--- src/rtl/grs_mix_pkg.sv ---
package grs_mix_pkg;
  localparam int unsigned GF_W   = 8;
  localparam int unsigned LANES  = 8;
  localparam int unsigned IDX_W  = $clog2(LANES);
  localparam int unsigned COL_W  = GF_W * LANES;
  localparam int unsigned COEF_W = 3;

  typedef logic [GF_W-1:0] gf_t;
  typedef gf_t [LANES-1:0] col_t;

  localparam gf_t RED_LOW = 8'h1B;

  // multiply by x modulo x^8+x^4+x^3+x+1
  function automatic gf_t gf_x2(input gf_t v);
    return {v[GF_W-2:0], 1'b0} ^ (v[GF_W-1] ? RED_LOW : gf_t'(0));
  endfunction

  function automatic gf_t gf_x4(input gf_t v);
    return gf_x2(gf_x2(v));
  endfunction

  // constant multiply for the small coefficients used by the matrix
  function automatic gf_t gf_kmul(input gf_t v, input logic [COEF_W-1:0] k);
    gf_t r;
    case (k)
      3'd1:    r = v;
      3'd2:    r = gf_x2(v);
      3'd3:    r = gf_x2(v) ^ v;
      3'd4:    r = gf_x4(v);
      3'd5:    r = gf_x4(v) ^ v;
      3'd6:    r = gf_x4(v) ^ gf_x2(v);
      3'd7:    r = gf_x4(v) ^ gf_x2(v) ^ v;
      default: r = '0;
    endcase
    return r;
  endfunction

  // coefficient applied to the byte j places to the right of the row index
  function automatic logic [COEF_W-1:0] coef_at(input int j);
    logic [COEF_W-1:0] c;
    case (j)
      0, 1:    c = 3'd2;
      2, 5:    c = 3'd3;
      3:       c = 3'd4;
      4, 6:    c = 3'd5;
      7:       c = 3'd7;
      default: c = 3'd0;
    endcase
    return c;
  endfunction

  function automatic gf_t col_fold(input col_t c);
    gf_t r;
    r = '0;
    for (int k = 0; k < LANES; k++) r ^= c[IDX_W'(k)];
    return r;
  endfunction
endpackage

--- src/rtl/grs_direct_rows.sv ---
module grs_direct_rows
  import grs_mix_pkg::*;
(
  input  col_t a_col,
  output col_t b_col
);
  for (genvar i = 0; i < LANES; i++) begin : g_row
    gf_t terms [LANES];
    gf_t chain [LANES+1];
    assign chain[0] = '0;
    for (genvar j = 0; j < LANES; j++) begin : g_term
      localparam int SRC = (i + j) % LANES;
      assign terms[j]    = gf_kmul(a_col[SRC], coef_at(j));
      assign chain[j+1]  = chain[j] ^ terms[j];
    end
    assign b_col[i] = chain[LANES];
  end
endmodule

--- src/rtl/grs_factored_net.sv ---
module grs_factored_net
  import grs_mix_pkg::*;
(
  input  col_t a_col,
  output col_t b_col
);
  col_t pair_x;   // a_i ^ a_(i+1)
  col_t mix_a;    // pair_x ^ a_(i+6)
  col_t mix_b;    // mix_a ^ pair_x_(i+2)
  col_t pair_y;   // pair_x ^ pair_x_(i+3)
  col_t dbl_one;  // first doubling
  col_t acc_c;    // dbl_one ^ mix_b_(i+4)
  col_t dbl_two;  // second doubling

  for (genvar i = 0; i < LANES; i++) begin : g_lane
    localparam int N1 = (i + 1) % LANES;
    localparam int N2 = (i + 2) % LANES;
    localparam int N3 = (i + 3) % LANES;
    localparam int N4 = (i + 4) % LANES;
    localparam int N6 = (i + 6) % LANES;
    assign pair_x[i]  = a_col[i] ^ a_col[N1];
    assign mix_a[i]   = pair_x[i] ^ a_col[N6];
    assign mix_b[i]   = mix_a[i] ^ pair_x[N2];
    assign pair_y[i]  = pair_x[i] ^ pair_x[N3];
    assign dbl_one[i] = gf_x2(pair_y[i]);
    assign acc_c[i]   = dbl_one[i] ^ mix_b[N4];
    assign dbl_two[i] = gf_x2(acc_c[i]);
    assign b_col[i]   = dbl_two[N3] ^ mix_b[N4];
  end
endmodule

--- src/rtl/grs_out_stage.sv ---
module grs_out_stage
  import grs_mix_pkg::*;
#(
  parameter bit REGISTERED = 1'b1
)(
  input  logic clk,
  input  logic rst_n,
  input  logic d_valid,
  input  col_t d_col,
  output logic q_valid,
  output col_t q_col
);
  if (REGISTERED) begin : g_reg
    always_ff @(posedge clk or negedge rst_n) begin
      if (!rst_n) begin
        q_valid <= 1'b0;
        q_col   <= '0;
      end else begin
        q_valid <= d_valid;
        if (d_valid) q_col <= d_col;
      end
    end

    // result valid exactly one cycle after an accepted column
    p_valid_one_r5: assert property (@(posedge clk) disable iff (!rst_n)
      d_valid |=> q_valid);
    p_no_spurious_r5: assert property (@(posedge clk) disable iff (!rst_n)
      !d_valid |=> !q_valid);
    // output holds without a new column
    p_hold_r6: assert property (@(posedge clk) disable iff (!rst_n)
      !d_valid |=> $stable(q_col));
  end else begin : g_comb
    assign q_valid = d_valid;
    assign q_col   = d_col;
  end
endmodule

--- src/rtl/grs_column_mixer.sv ---
module grs_column_mixer
  import grs_mix_pkg::*;
#(
  parameter bit REGISTERED = 1'b1
)(
  input  logic             clk,
  input  logic             rst_n,
  input  logic             in_valid,
  input  logic             path_sel,
  input  logic [COL_W-1:0] col_in,
  output logic             out_valid,
  output logic [COL_W-1:0] col_out
);
  col_t a_col, direct_col, factored_col, sel_col, res_col;

  // events brought out for the checks
  logic paths_agree;
  gf_t  in_fold, out_fold;

  assign a_col = col_t'(col_in);

  grs_direct_rows  u_direct   (.a_col(a_col), .b_col(direct_col));
  grs_factored_net u_factored (.a_col(a_col), .b_col(factored_col));

  assign sel_col     = path_sel ? factored_col : direct_col;
  assign paths_agree = (direct_col == factored_col);
  assign in_fold     = col_fold(a_col);
  assign out_fold    = col_fold(sel_col);

  grs_out_stage #(.REGISTERED(REGISTERED)) u_out (
    .clk     (clk),
    .rst_n   (rst_n),
    .d_valid (in_valid),
    .d_col   (sel_col),
    .q_valid (out_valid),
    .q_col   (res_col)
  );

  assign col_out = res_col;

  // the two datapaths agree on every valid column
  p_paths_agree_r4: assert property (@(posedge clk) disable iff (!rst_n)
    in_valid |-> paths_agree);
  // column sums relate by the factor 3
  p_column_sum_r9: assert property (@(posedge clk) disable iff (!rst_n)
    in_valid |-> (out_fold == (gf_x2(in_fold) ^ in_fold)));

  if (REGISTERED) begin : g_reg_chk
    // zero column produces zero result
    p_zero_map_r7: assert property (@(posedge clk) disable iff (!rst_n)
      (in_valid && col_in == '0) |=> (col_out == '0));
  end
endmodule

--- config.mk ---
export PLATFORM = sky130hd
export DESIGN_NAME = grs_column_mixer
export DESIGN_NICKNAME = d
export VERILOG_FILES = /design/src/rtl/grs_mix_pkg.sv /design/src/rtl/grs_direct_rows.sv /design/src/rtl/grs_factored_net.sv /design/src/rtl/grs_out_stage.sv /design/src/rtl/grs_column_mixer.sv
export SDC_FILE = /design/constraint.sdc
export NUM_CORES = 1
export LEC_CHECK = 0
export BUFFER_PORTS_ARGS = -buffer_cell sky130_fd_sc_hd__buf_2
export CAP_MARGIN = 20
export CORE_MARGIN = 10
export CORE_UTILIZATION = 57
export DETAILED_ROUTE_END_ITERATION = 12
export PLACE_DENSITY = 0.9
export SLEW_MARGIN = 5
export SYNTH_ARGS = -nofsm -noshare
export SYNTH_HDL_FRONTEND = slang
export SYNTH_HIERARCHICAL = 1
export SYNTH_SLANG_ARGS = --single-unit
--- constraint.sdc ---
create_clock -name clk -period 0.8 [get_ports clk]
set_clock_uncertainty 0.05 [all_clocks]
set_input_delay 0.04 -clock clk [delete_from_list [all_inputs] [get_ports clk]]
set_output_delay 0.04 -clock clk [all_outputs]
set_load 0.005 [all_outputs]
==> flow_summary.json, run 1 <==
{
  "status": "did not finish",
  "failed_stage": "clock tree synthesis",
  "tool.error": "[ERROR DPL-0033] detailed placement checks failed during check placement.",
  "ys.flop_type": "dfrtp_1",
  "post_cts_resized": 582,
  "initial_core_util": 0.579,
  "dp_hpwl_mm": 47.9,
  "ys_ff_latch": 65,
  "synth_top_area_frac": 0.288,
  "synth_edf_count": 0,
  "synth_area_leader_cell": "xnor2_1",
  "row_count": 58,
  "pre_cts_slack_ns": -1.76,
  "placed_area_um2": 20300,
  "yosys_warnings": 6,
  "synth_common_cells": "479 x xnor2_1, 155 x xnor3_1, 142 x xor2_1, 120 x mux2_4, 65 x dfrtp_1",
  "port_buffers": 132,
  "post_cts_buffers": 136,
  "cts_buffer_depth": 2,
  "synth_area_um2": 14600,
  "avgSynthCellArea_um2": 13.0,
  "netlist_instances": 1123,
  "h-tree-depth": 3,
  "synth_area_leaders": "xnor2_1 29%, xnor3_1 24%, mux2_4 12%, dfrtp_1 11%, xor2_1 8.5%",
  "pin_count": 133,
  "clock_sinks": 65,
  "chipWidth_um": 180,
  "synth_cell_types": 19,
  "syn_nets": 1191,
  "cts-root-buf": "clkbuf_16",
  "ctsHoldBuffers": 1,
  "gp_congestion": 1.05,
  "die_h_um": 180,
  "cts_inserted_buffers": 9,
  "seq_area_frac_synth": 0.112,
  "synthMostInstantiatedCell": "xnor2_1",
  "async_flop_share": 1.00
}
==> per-stage QoR <==
stage          cells  hold WS [ns]
3_5_place_dp    1960        0.0315
3_3_place_gp    1960        0.0139
2_1_floorplan   1123        -0.306
==> kinds of logic after synthesis <==
family / Yosys count / share of synthesized area
xor+xnor: 844 / 0.713
mux: 128 / 0.130
flops: 65 / 0.112
buf+inv: 86 / 0.0458
==> run 2: changes to the inputs <==
CORE_UTILIZATION = 40   (was 57)
PLACE_DENSITY = default   (was 0.9)
PLACE_DENSITY_LB_ADDON = 0.15   (was default)
clock period = 1.04 ns   (was 0.8 ns; I/O delays follow)
==> flow_summary.json, run 2 <==
{
  "status": "finished, violations left",
  "failed_checks": "negative setup slack",
  "synth_top_family_by_area": "XOR/XNOR gates",
  "layout-drive-gt1-share": 0.751,
  "cpPeakStageDelay_ns": 0.46,
  "ys.flop_type": "dfrtp_1",
  "synth-simple-area-share": 0,
  "insertion_delay_ns": 0.34,
  "port_buffers": 132,
  "p_sw_mw": 18.8,
  "grt_pass1_vias": 11600,
  "clk_pin_slew_ns": 0.06,
  "slew_headroom": 0.689,
  "crit_type": "in2reg",
  "p_leak_nw": 12.7,
  "async_flop_share": 1.00,
  "reg2reg_slack_ns": 0.11,
  "dp_hpwl_mm": 47.2,
  "syn_nets": 1191,
  "drt-vias-per-instance": 4.88,
  "cts-root-buf": "clkbuf_16",
  "die-area_um2": 44500,
  "top_regs": "u_out/q_col: 64 flops, u_out/q_valid: 1 flops",
  "finalHoldViolCount": 0,
  "top_register": "u_out/q_col",
  "ant_nets": 0,
  "cp.required_ns": 1.22,
  "grt_max_degree": 24,
  "hp-class": "in2reg",
  "synth-compound-area-share": 0,
  "cp.arrival_ns": 2.24,
  "seq_area_frac_synth": 0.112,
  "dr.pass1.iters": 5,
  "final_cell_mix": "441 x buf_4, 220 x xnor2_1, 177 x xnor2_2",
  "ys_ff_latch": 65,
  "power.share.switching": 0.382,
  "syn2layout_area_growth_pct": 80.5,
  "cp_slowest_cell": "xnor3_2",
  "fin_tns_setup_ns": -55.11,
  "drtIter0Drc": 772,
  "yosys_warnings": 6,
  "r2r_cells": 2,
  "worstPathCellList": "buf_8 > buf_12 > buf_8 > xnor2_4 > xnor2_2 > xnor2_1 > buf_4 > xnor3_2 > mux2_4 > mux2_4",
  "wl_per_cell_um": 25.9,
  "power_frac_comb": 0.844,
  "clock_sinks": 65,
  "worst_setup_path_start_kind": "input pin",
  "largest_reg_flops": 64,
  "setup_ws_ns": -1.02,
  "startpoint": "col_in[55]",
  "vias": 11100,
  "p_clk_frac": 0.061,
  "rsz0062_at_grt": "true",
  "cts_inserted_buffers": 9,
  "antenna_found_initial": 2,
  "ir_drop_uv": 1190,
  "path_max_fanout": 5,
  "synth-adder-area-share": 0,
  "synth_area_leader_cell": "xnor2_1",
  "clock.fmax_ghz": 0.485,
  "drv_slew": 0,
  "hold_depth": 2,
  "finalCritPeriodShare": 1.98,
  "avgSynthCellArea_um2": 13.0,
  "period_minus_slack_ns": 2.06,
  "synth_area_um2": 14600,
  "cp-endpoint": "u_out/q_col[41]",
  "h-tree-depth": 3,
  "wl_mm": 59.0,
  "grt_use_total": 0.256,
  "final_common_cell": "buf_4",
  "grt.overflow.total": 0,
  "synthMostInstantiatedCell": "xnor2_1",
  "share_seq_of_total_power": 0.094,
  "final.fill_count": 2278,
  "initial_core_util": 0.408,
  "cts_tree": "built",
  "r2r_end": "u_out/q_col[36]",
  "worstMarginPinSlew_ns": 0.467,
  "synth_cell_types": 19,
  "total_power_mw": 49.3,
  "power.internal_mw": 30.4,
  "endpoint_kind": "flop",
  "grt_pass1_wl_mm": 81.2,
  "muxShareOfSynthArea": 0.130,
  "pin_count": 133,
  "chipWidth_um": 211,
  "netlist_instances": 1123,
  "synth_area_leaders": "xnor2_1 29%, xnor3_1 24%, mux2_4 12%, dfrtp_1 11%, xor2_1 8.5%",
  "synth_edf_count": 0,
  "gp_congestion": 0.956,
  "p_per_area_nw_per_um2": 1870,
  "synthXorXnorAreaFrac": 0.713,
  "synth_top_area_frac": 0.288,
  "row_count": 69,
  "synth_common_cells": "479 x xnor2_1, 155 x xnor3_1, 142 x xor2_1, 120 x mux2_4, 65 x dfrtp_1",
  "drc": 0,
  "rr_startpoint": "u_out/q_col[36]",
  "maxCapViolCount": 0,
  "die_h_um": 211,
  "setup_viol": 65,
  "coreArea_um2": 35700,
  "cts_buffer_depth": 2,
  "worst_hold_slack_ns": 0.0454,
  "final_nets": 1881,
  "postLayoutCoreUtil": 0.736
}
==> run 2: per-stage QoR <==
step,area [µm²],setup WS (ns),std cells
2_1_floorplan,16400,-1.06,1123
3_3_place_gp,20900,-1.53,2127
3_5_place_dp,20900,-1.57,2127
4_1_cts,24600,-0.971,2239
5_1_grt,26300,-1.04,2279
6_report,26300,-1.02,2280
==> run 2: how the worst min path moves through the flow <==
stage / start / to / slack (ns)
finish: in_valid / u_out/q_valid / 0.05
global route: in_valid / u_out/q_valid / 0.05
global placement: rst_n / u_out/q_col[28] / -0.02
detailed placement: rst_n / u_out/q_col[28] / -0.006
floorplan: rst_n / u_out/q_col[0] / -0.29
CTS: in_valid / u_out/q_valid / 0.04
==> run 2: power by group through the flow <==
stage | logic, mW | clock network (mW) | registers (mW)
floorplan | 22.5 | 0 | 4.68
global placement | 34.2 | 0 | 4.66
detailed placement | 34.5 | 0 | 4.71
CTS | 39.0 | 3.11 | 4.68
global route | 43.1 | 3.19 | 4.84
finish | 41.6 | 3.01 | 4.65
==> run 2: kinds of logic after synthesis <==
kind of cell and Yosys count:
flops 65, xor+xnor 844, mux 128, buf+inv 86
==> run 2: layout make-up <==
class | count | area [µm²] | area share
Sequential cell | 65 | 1630 | 0.0618
Tap cell | 461 | 577 | 0.0219
Clock inverter | 5 | 37.5 | 0.00143
Multi-Input combinational cell | 972 | 16400 | 0.625
Antenna cell | 1 | 2.50 | 0.0000951
Clock buffer | 11 | 253 | 0.00961
Timing Repair Buffer | 765 | 7360 | 0.280
==> run 2: routing by layer <==
layer  GRT usage  wire length (µm)  vias up
met5           0                66        -
met4      0.0619              1280        4
met3      0.0589              4520       59
met2       0.393             27200      371
met1       0.358             25900     5672
li1            -                 -     5009
==> run 2: critical path, delay by kind of cell <==
family | cells | cell delay, ns
xor+xnor | 4 | 1.07
mux | 2 | 0.55
buf+inv | 4 | 0.55
==> run 2: repair_timing <==
item / CTS / global route
hold endpoints to repair: 65 / 0
hold buffers: 1 / 0
pin swaps: 174 / 138
cloned: 0 / 1
setup buffers: 109 / 60
endpoints found under the setup margin: 66 / 64
gates resized for setup: 484 / 209
No activity file was read; power rests on OpenSTA's default activity.
==> run 3: changes to the inputs <==
CORE_ASPECT_RATIO = 2   (was default)
CTS_CLUSTER_DIAMETER = 120   (was default)
==> flow_summary.json, run 3 (synthesized netlist as in run 2, its figures left out) <==
{
  "wl_mm": 67.0,
  "grt_max_degree": 30,
  "wl_per_cell_um": 29.4,
  "layout-drive-gt1-share": 0.733,
  "rr_startpoint": "u_out/q_col[4]",
  "cp_top_family": "XOR/XNOR gates",
  "insertion_delay_ns": 0.33,
  "worstPathCellList": "buf_12 > buf_12 > buf_12 > xnor2_4 > xor3_2 > xnor3_2 > xnor2_2 > mux2_4 > mux2_4",
  "final_nets": 1894,
  "r2r_end": "u_out/q_col[4]",
  "antenna_found_initial": 0,
  "period_minus_slack_ns": 2.09,
  "grt_pass1_wl_mm": 90.1,
  "worst_setup_path_start_kind": "input pin",
  "ant_nets": 0,
  "reg2reg_slack_ns": 0.03,
  "h-tree-depth": 3,
  "largest_reg_flops": 64,
  "cts-root-buf": "clkbuf_16",
  "placed_cells": 2112,
  "ir_drop_uv": 1700,
  "slew_headroom": 0.658,
  "hp-class": "in2reg",
  "worstMarginPinSlew_ns": 0.509,
  "syn2layout_area_growth_pct": 79.0,
  "chipWidth_um": 155,
  "dp_hpwl_mm": 54.0,
  "initial_core_util": 0.406,
  "failed_checks": "negative setup slack",
  "row_count": 98,
  "cts_inserted_buffers": 9,
  "drc": 0,
  "cts_buffer_depth": 2,
  "hold_end": "u_out/q_valid",
  "final_common_cell": "buf_4",
  "final-instance-count-excl-fill": 2281,
  "endpoint_kind": "flop",
  "p_per_area_nw_per_um2": 1980,
  "clock.fmax_ghz": 0.478,
  "setup_ws_ns": -1.05,
  "clock_sinks": 65,
  "dr.pass1.iters": 4,
  "grt_pass1_vias": 12400,
  "die_h_um": 290,
  "r2r_cells": 2,
  "rsz0062_at_grt": "true",
  "cp.arrival_ns": 2.28,
  "p_leak_nw": 12.6,
  "final.fill_count": 2333,
  "min_from": "in_valid",
  "top_regs": "u_out/q_col: 64 flops, u_out/q_valid: 1 flops",
  "num_antenna_cells": 0,
  "final_cell_mix": "451 x buf_4, 249 x xnor2_1, 152 x xnor2_2",
  "setup_viol": 69,
  "maxCapViolCount": 0,
  "cts_tree": "built",
  "crit_type": "in2reg",
  "cp.required_ns": 1.23,
  "worst_hold_slack_ns": 0.0548,
  "cpPeakStageDelay_ns": 0.47,
  "gp_congestion": 1.01,
  "coreArea_um2": 35900,
  "hold_depth": 2,
  "cpMostUsedCell": "buf_12",
  "cp_slowest_cell": "xor3_2",
  "fin_area_um2": 26100,
  "path_max_fanout": 3,
  "status": "finished, violations left",
  "die-area_um2": 44900,
  "drv_slew": 0,
  "top_register": "u_out/q_col",
  "clk_pin_slew_ns": 0.07,
  "grt.overflow.total": 0,
  "grt_use_total": 0.286,
  "drt-vias-per-instance": 4.91,
  "pin_count": 133,
  "vias": 11200,
  "drtIter0Drc": 489,
  "finalCritPeriodShare": 2.01,
  "pre_cts_slack_ns": -1.60,
  "placed_area_um2": 20800,
  "port_buffers": 132,
  "finalHoldViolCount": 0,
  "crit_buf_inv": 3
}
run 3: layout make-up:
type	instances	area [µm²]	area share
Clock inverter	5	55.1	0.00211
Sequential cell	65	1630	0.0625
Clock buffer	11	243	0.00931
Tap cell	450	563	0.0216
Timing Repair Buffer	778	7460	0.286
Multi-Input combinational cell	972	16100	0.618
run 3: stage by stage:
step | TNS (ns) | util | total power, mW
floorplan | -52.64 | - | 27.2
global placement | -88.53 | 0.580 | 41.1
detailed placement | -88.88 | 0.580 | 41.4
CTS | -57.23 | 0.672 | 49.3
global route | -59.93 | 0.726 | 53.3
finish | -58.90 | 0.726 | 51.8
run 3: worst register-to-register path, delay by kind of cell (launching register included):
kind | cells | cell delay [ns]
muxes | 1 | 0.25
DFF | 1 | 0.44
buffers and inverters | 1 | 0.16
run 3: how the worst max path moves through the flow:
stage	from	cells past startpoint	to
detailed placement	col_in[63]	9	u_out/q_col[12]
global placement	col_in[30]	10	u_out/q_col[39]
floorplan	col_in[55]	7	u_out/q_col[60]
CTS	col_in[63]	11	u_out/q_col[3]
global route	col_in[15]	9	u_out/q_col[60]
finish	col_in[15]	9	u_out/q_col[60]
run 3: timing repair:
item / in CTS / in global routing
hold endpoints to repair: 65 / 0
endpoints found under the setup margin: 72 / 70
resized for setup: 412 / 232
pin swaps: 145 / 152
hold buffers: 1 / 0
setup buffers: 94 / 82
gates cloned: 3 / 0
run 3: where the power goes:
group / switching (mW) / internal [mW]
clock network: 1.25 / 1.92
registers: 0.873 / 3.90
logic: 18.4 / 25.4
run 3: layer usage:
layer,share of wire,GRT usage,wire (µm),vias up
met5,0,0,0,-
met4,0.14,0.307,9060,0
met3,0.030,0.0344,2020,212
li1,-,-,-,5003
met2,0.54,0.525,36400,399
met1,0.29,0.245,19500,5578
